==> config.mk <==
export PLATFORM = sky130hd
export DESIGN_NAME = digit_serial_adder
export DESIGN_NICKNAME = d
export VERILOG_FILES = /design/src/rtl/dsadd_pkg.sv /design/src/rtl/dsadd_ctrl.sv /design/src/rtl/dsadd_datapath.sv /design/src/rtl/digit_serial_adder.sv
export SDC_FILE = /design/constraint.sdc
export NUM_CORES = 1
export LEC_CHECK = 0
export CORE_AREA = 3 3 40 42
export CTS_CLUSTER_DIAMETER = 120
export DETAILED_ROUTE_END_ITERATION = 16
export DIE_AREA = 0 0 43 45
export GPL_ROUTABILITY_DRIVEN = 0
export GPL_TIMING_DRIVEN = 0
export PLACE_DENSITY_LB_ADDON = 0.2
export RECOVER_POWER = 100
export SYNTH_ARGS = -nofsm -noshare
export SYNTH_HDL_FRONTEND = slang
export SYNTH_SLANG_ARGS = --single-unit
==> constraint.sdc <==
create_clock -name clk -period 2.8 [get_ports clk]
set_clock_uncertainty 0.15 [all_clocks]
set_input_delay 0.7 -clock clk [delete_from_list [all_inputs] [get_ports clk]]
set_output_delay 0.7 -clock clk [all_outputs]
set_load 0.02 [all_outputs]
==> src/rtl/dsadd_pkg.sv <==
package dsadd_pkg;
  localparam int MAX_LANES = 32;

  typedef struct packed {
    logic                 step;
    logic [MAX_LANES-1:0] clrMask;
  } dsStrobe_t;

  function automatic int gcdOf(input int a, input int b);
    int x;
    int y;
    int t;
    x = a;
    y = b;
    while (y != 0) begin
      t = x % y;
      x = y;
      y = t;
    end
    return x;
  endfunction

  function automatic int lcmOf(input int a, input int b);
    return (a / gcdOf(a, b)) * b;
  endfunction
endpackage

==> src/rtl/dsadd_ctrl.sv <==
module dsadd_ctrl
  import dsadd_pkg::*;
#(
  parameter int WORD_W  = 12,
  parameter int DIGIT_J = 3
) (
  input  logic      clk,
  input  logic      rst_n,
  input  logic      inValid,
  output dsStrobe_t strobes
);
  localparam int SPAN   = lcmOf(WORD_W, DIGIT_J);
  localparam int PERIOD = SPAN / DIGIT_J;
  localparam int CW     = (PERIOD > 1) ? $clog2(PERIOD) : 1;

  function automatic logic [MAX_LANES-1:0] laneMask(input int k);
    logic [MAX_LANES-1:0] m;
    m = '0;
    for (int j = 0; j < DIGIT_J; j++) begin
      if (((k * DIGIT_J + j) % WORD_W) == 0) m[j] = 1'b1;
    end
    return m;
  endfunction

  logic [MAX_LANES-1:0] maskRom [PERIOD];
  logic [CW-1:0]        schedCnt;

  for (genvar k = 0; k < PERIOD; k++) begin : g_rom
    assign maskRom[k] = laneMask(k);
  end

  always_ff @(posedge clk) begin
    if (!rst_n) begin
      schedCnt <= '0;
    end else if (inValid) begin
      if (schedCnt == CW'(PERIOD - 1)) schedCnt <= '0;
      else                             schedCnt <= schedCnt + 1'b1;
    end
  end

  always_comb begin
    strobes.step    = inValid;
    strobes.clrMask = maskRom[schedCnt];
  end

  a_r6_stall_count: assert property (@(posedge clk) disable iff (!rst_n)
    !inValid |=> $stable(schedCnt));
  a_r3_count_wrap: assert property (@(posedge clk) disable iff (!rst_n)
    (inValid && schedCnt == CW'(PERIOD - 1)) |=> (schedCnt == '0));
  a_r3_count_range: assert property (@(posedge clk) disable iff (!rst_n)
    int'(schedCnt) < PERIOD);
  a_r7_origin_clear: assert property (@(posedge clk) disable iff (!rst_n)
    (schedCnt == '0) |-> strobes.clrMask[0]);
endmodule

==> src/rtl/dsadd_datapath.sv <==
module dsadd_datapath
  import dsadd_pkg::*;
#(
  parameter int DIGIT_J = 3
) (
  input  logic               clk,
  input  logic               rst_n,
  input  dsStrobe_t          strobes,
  input  logic [DIGIT_J-1:0] opA,
  input  logic [DIGIT_J-1:0] opB,
  output logic [DIGIT_J-1:0] sumOut
);
  logic               carryQ;
  logic [DIGIT_J:0]   chain;
  logic [DIGIT_J-1:0] laneCin;

  assign chain[0] = carryQ;

  for (genvar j = 0; j < DIGIT_J; j++) begin : g_lane
    assign laneCin[j]  = strobes.clrMask[j] ? 1'b0 : chain[j];
    assign sumOut[j]   = opA[j] ^ opB[j] ^ laneCin[j];
    assign chain[j+1]  = (opA[j] & opB[j]) | (laneCin[j] & (opA[j] ^ opB[j]));

    a_r3_cleared_lane: assert property (@(posedge clk) disable iff (!rst_n)
      strobes.clrMask[j] |-> (sumOut[j] == (opA[j] ^ opB[j])));
  end

  always_ff @(posedge clk) begin
    if (!rst_n)            carryQ <= 1'b0;
    else if (strobes.step) carryQ <= chain[DIGIT_J];
  end

  a_r6_stall_carry: assert property (@(posedge clk) disable iff (!rst_n)
    !strobes.step |=> $stable(carryQ));
  a_r7_reset_carry: assert property (@(posedge clk) disable iff (!rst_n)
    $rose(rst_n) |-> (carryQ == 1'b0));
endmodule

==> src/rtl/digit_serial_adder.sv <==
module digit_serial_adder
  import dsadd_pkg::*;
#(
  parameter int WORD_W  = 12,
  parameter int DIGIT_J = 3
) (
  input  logic               clk,
  input  logic               rst_n,
  input  logic               inValid,
  input  logic [DIGIT_J-1:0] opA,
  input  logic [DIGIT_J-1:0] opB,
  output logic [DIGIT_J-1:0] sumOut
);
  dsStrobe_t strobes;

  dsadd_ctrl #(.WORD_W(WORD_W), .DIGIT_J(DIGIT_J)) u_ctrl (
    .clk     (clk),
    .rst_n   (rst_n),
    .inValid (inValid),
    .strobes (strobes)
  );

  dsadd_datapath #(.DIGIT_J(DIGIT_J)) u_dp (
    .clk     (clk),
    .rst_n   (rst_n),
    .strobes (strobes),
    .opA     (opA),
    .opB     (opB),
    .sumOut  (sumOut)
  );
endmodule

# ---- Word level (Yosys, flattened, before mapping)
# Index checks and enable logic that the tools add are counted.
dict set report word_totals {
  ff_bits 3
  latchBits 0
  ramBits 0
  romBits 0
  in_bits 9
  elab_cells 28
  memories 0
}
dict set report classes {
  addsub 1
  multipliers 0
  div 0
  order_cmp 1
  n_eq_ne 1
  shifts 0
  mux 7
  bitwise 16
  n_reduce_logical 0
}
# op count
set ops {}
lappend ops {{32-bit binary-select mux with 2-bit select} 1}
lappend ops {{1-bit AND} 6}
lappend ops {{3-bit two-way mux} 2}
lappend ops {{1-bit XOR} 6}
lappend ops {{3-bit greater-or-equal comparator (second input constant)} 1}
lappend ops {{1-bit two-way mux} 3}
lappend ops {{2-bit inverter with 3-bit output} 1}
lappend ops {{1-bit bitwise OR} 3}
lappend ops {{2-bit by 1-bit adder with 2-bit output (second input constant)} 1}
lappend ops {{2-bit == test (second input constant)} 1}
lappend ops {{2-bit two-way mux} 1}

# ---- Depth between registers and ports, before layout
dict set report logic_depth {
  depth_word 13
  ltp_mapped 10
  depth_no_buf 10
}

# ---- Cells and area by module
# A second synthesis with hierarchy kept.
dict set report hier_totals {
  hier_cells 59
  area_unflattened_um2 491.7
}
# module instances cells_each area_each_um2 seq_area_each_um2
set by_module_without_submodules {}
lappend by_module_without_submodules {dsadd_ctrl 1 44 359.1 40.0}
lappend by_module_without_submodules {dsadd_datapath 1 15 132.6 20.0}

# ---- Worst setup path after synthesis
# No wires, ideal clock.
dict set report synth_timing {
  path_type {input to output}
  from {in opA[0]}
  to {out sumOut[2]}
  arrival_ns 1.962
  slack_ns -0.012
  stages 7
  cell_sequence {inv_1 > fa_1 > inv_1 > fa_1 > inv_1 > fa_1 > inv_1}
}
dict set report synth_between {
  elab_chain_len 8
}
# item line_no
set synth_lines {}
lappend synth_lines {{from (decl)} digit_serial_adder.sv:10} ;# input logic [DIGIT_J-1:0] opA,
lappend synth_lines {{1-bit XOR} dsadd_datapath.sv:22} ;# assign chain[j+1] = (opA[j] & opB[j]) | (laneCin[j] & (opA[j] ^ opB[j]));
lappend synth_lines {{1-bit AND} dsadd_datapath.sv:22}
lappend synth_lines {{1-bit bitwise OR *} dsadd_datapath.sv:22}
lappend synth_lines {{1-bit two-way mux *} dsadd_datapath.sv:20} ;# assign laneCin[j] = strobes.clrMask[j] ? 1'b0 : chain[j];
lappend synth_lines {{1-bit AND *} dsadd_datapath.sv:22}
lappend synth_lines {{1-bit bitwise OR *} dsadd_datapath.sv:22}
lappend synth_lines {{1-bit two-way mux *} dsadd_datapath.sv:20}
lappend synth_lines {{1-bit XOR *} dsadd_datapath.sv:21} ;# assign sumOut[j] = opA[j] ^ opB[j] ^ laneCin[j];
lappend synth_lines {{to (decl)} digit_serial_adder.sv:12} ;# output logic [DIGIT_J-1:0] sumOut
# Every way passes the cells marked *; elsewhere a longest branch is shown, timed or not.

# ---- Worst setup path in the final report
dict set report layout_timing {
  from {in opA[1]}
  to {out sumOut[2]}
}
dict set report layout_between {
  elab_chain_len 5
}
# item line_no
set layout_lines {}
lappend layout_lines {{1-bit XOR} dsadd_datapath.sv:22}
lappend layout_lines {{1-bit AND} dsadd_datapath.sv:22}
lappend layout_lines {{1-bit bitwise OR *} dsadd_datapath.sv:22}
lappend layout_lines {{1-bit two-way mux *} dsadd_datapath.sv:20}
lappend layout_lines {{1-bit XOR *} dsadd_datapath.sv:21}
# Marked as above.

==> out/results.ini <==
[layout]
final_area_um2=439.2
final_common_cell=inv_2
diodes=0
drive_gt1_share_pct=48.84
areaGrowthSynthToFinish_pct=79.08
nNetsFinal=58
mostFrequentLayoutCells=inv_2, clkdlybuf4s50_1, inv_1

[sta]
rsz0062_at_grt=yes
report.final.slew_viol_count=0
post-route-period-util_pct=108.7
max_freq_mhz=328.5
worst_slack_ns=-0.2439
finalCriticalPeriod_ns=3.044
hold_violations=0
setup_viol=1
worst_pin_slew_ns=0.2074
whs_ns=0.3898
slew_headroom_pct=86.23

[critical_path]
path_cells=clkdlybuf4s50_1 -> fa_2 -> inv_2 -> fa_1 -> inv_2 -> buf_6
start_kind=input port
critPathBufInv=4
critPathRequiredTime_ns=1.95
cp_slowest_stage_delay_ns=0.45
crit_type=input port to output pin
cpMaxStageDelayCell=clkdlybuf4s50_1
crit_family=adder cells
cpMostUsedCell=inv_2
crit_fanout=1
critPathArrivalTime_ns=2.19
endpoint_kind=output pin

[global_route]
grt-ovfl-total=0
grt_pass1_vias=252
grt_max_degree=6
antenna_found_initial=0
grt_first_pass_wirelength_mm=1.048
gr-usage-all-layers_pct=7.679

[clock_tree]
cts_buffer_depth=2
clkSlewWorstSetupHoldPaths_ns=0.04
cts_num_sinks=3
cts-hold-fix-buffers=0
cts_tree=built
cts-htree-levels=1
cts-root-buf=clkbuf_4
cts_buffers=3
clock_latency_ns=0.23

[floorplanning]
num_rows=13
io_pins=12
dieArea_um2=1935
die_h_um=45
core_um2=1285
die_w_um=43
start_util_pct=19.08

[job]
cap_violations=0

[detailed_routing]
drc=0
viasPerCell=3.793
wl_met2_um=370
top_layer=met3
drt_pass1_iterations=1
ant_nets=0
wl_um=544
dr_wl_met3_um=22
avgRoutedWirePerCell_um=9.379
met1_length_um=151
drt_iter0_drc=0
vias=220

[place]
placed_area_um2=374.1
dp_worst_setup_slack_ns=-1.069
io_buffers=11
dp_hpwl_um=457.8

[logic_synthesis]
netlist_area_um2=245.2
ys_ff_latch=3
synth_cell_type_count=11
syn_area_per_cell_um2=9.432
synth_fp_nets=40
yosys_warnings=0
ys_seq_area_share_pct=24.49
netlist_instances=26

[run_status]
status=complete, but fails checks
violations=setup timing

[pwr]
ir_worst_vdd_mv=0.2043
cellPowerDensity_nw_per_um2=441.3
p_leak_nw=0.2188

[min_path]
min_path_type=flop to flop

-- worst reg2reg max path: stages (launching register included) --
cell and delay (ns):
dfxtp_2 0.33, inv_2 0.04, ha_4 0.14, nand2b_4 0.13, fa_2 0.35, inv_2 0.06, fa_2 0.19, inv_2 0.04
fa_1 0.35, nand2_1 0.07, o211a_1 0.12
-- per-layer routing --
layer / GRT usage (%) / vias up
met1: 6.311 / 107
met2: 15.27 / 5
met5: 0 / -
li1: - / 108
met3: 1.195 / 0
met4: 7.229 / 0
-- what timing repair did --
action,CTS,global route
resized for setup,25,6
endpoints found under the setup margin,3,2
setup buffers,2,0
pin swaps,3,4
-- where the power goes --
group | total (mW) | switching, mW | internal [mW]
combinational | 0.0701 | 0.0315 | 0.0386
sequential | 0.0493 | 0.00251 | 0.0468
clock | 0.0745 | 0.0211 | 0.0533
-- stage by stage --
stage | total power, mW | setup TNS (ns) | util (%) | std cells
after floorplan | 0.08049 | 0 | - | 26
after global placement | 0.1083 | -2.068 | 29.11 | 52
after detailed placement | 0.1115 | -2.151 | 29.11 | 52
after CTS | 0.1950 | -0.2920 | 33.30 | 58
after global routing | 0.2126 | -0.2978 | 34.18 | 58
final | 0.1938 | -0.2439 | 34.18 | 58
-- cells in the mapped netlist --
cell type / n / area, um2
inv_1: 10 / 37.54
dfxtp_1: 3 / 60.06
fa_1: 3 / 60.06
ha_1: 2 / 25.02
nor2b_1: 2 / 12.51
mux2i_1: 1 / 10.01
nand2_1: 1 / 3.750
nand2b_1: 1 / 6.260
nor3b_2: 1 / 12.51
o211a_1: 1 / 10.01
o21a_1: 1 / 7.510
-- state kept, by name, indices dropped and copies added, names as in the netlist --
register	count
u_dp.carryQ	1
u_ctrl.schedCnt	2
-- area by class of cell --
| type | count | area [um2] |
|---|---|---|
| fill | 142 | 845.8 |
| multi-input combinational | 13 | 172.7 |
| timing repair buffer | 13 | 121.4 |
| sequential | 3 | 62.56 |
| inverter | 10 | 37.54 |
| clock buffer | 4 | 26.28 |
| tap | 15 | 18.77 |
-- path summary, 6_finish.rpt --
kind / from / to / slack (ns) / depth (start not counted)
max: opA[1] / sumOut[2] / -0.24 / 6
min: u_dp.carryQ / u_dp.carryQ / 0.39 / 1
min reg2reg: u_dp.carryQ / u_dp.carryQ / 0.39 / 1
max reg2reg: u_ctrl.schedCnt[0] / u_dp.carryQ / 0.77 / 10
-- logic make-up (layout without fill, tap and decap cells) --
| group | count (synthesis) | in the layout | share of synthesized area [%] |
|---|---|---|---|
| buffers and inverters | 10 | 27 | 15.31 |
| AO/OA/AOI/OAI | 2 | 2 | 7.144 |
| adder cells (fa/ha/maj) | 5 | 5 | 34.69 |
| AND/OR/NAND/NOR | 5 | 5 | 14.28 |
| flip-flops | 3 | 3 | 24.49 |
| multiplexers | 1 | 1 | 4.082 |
Note: power is estimated with default switching activity, not from simulation.
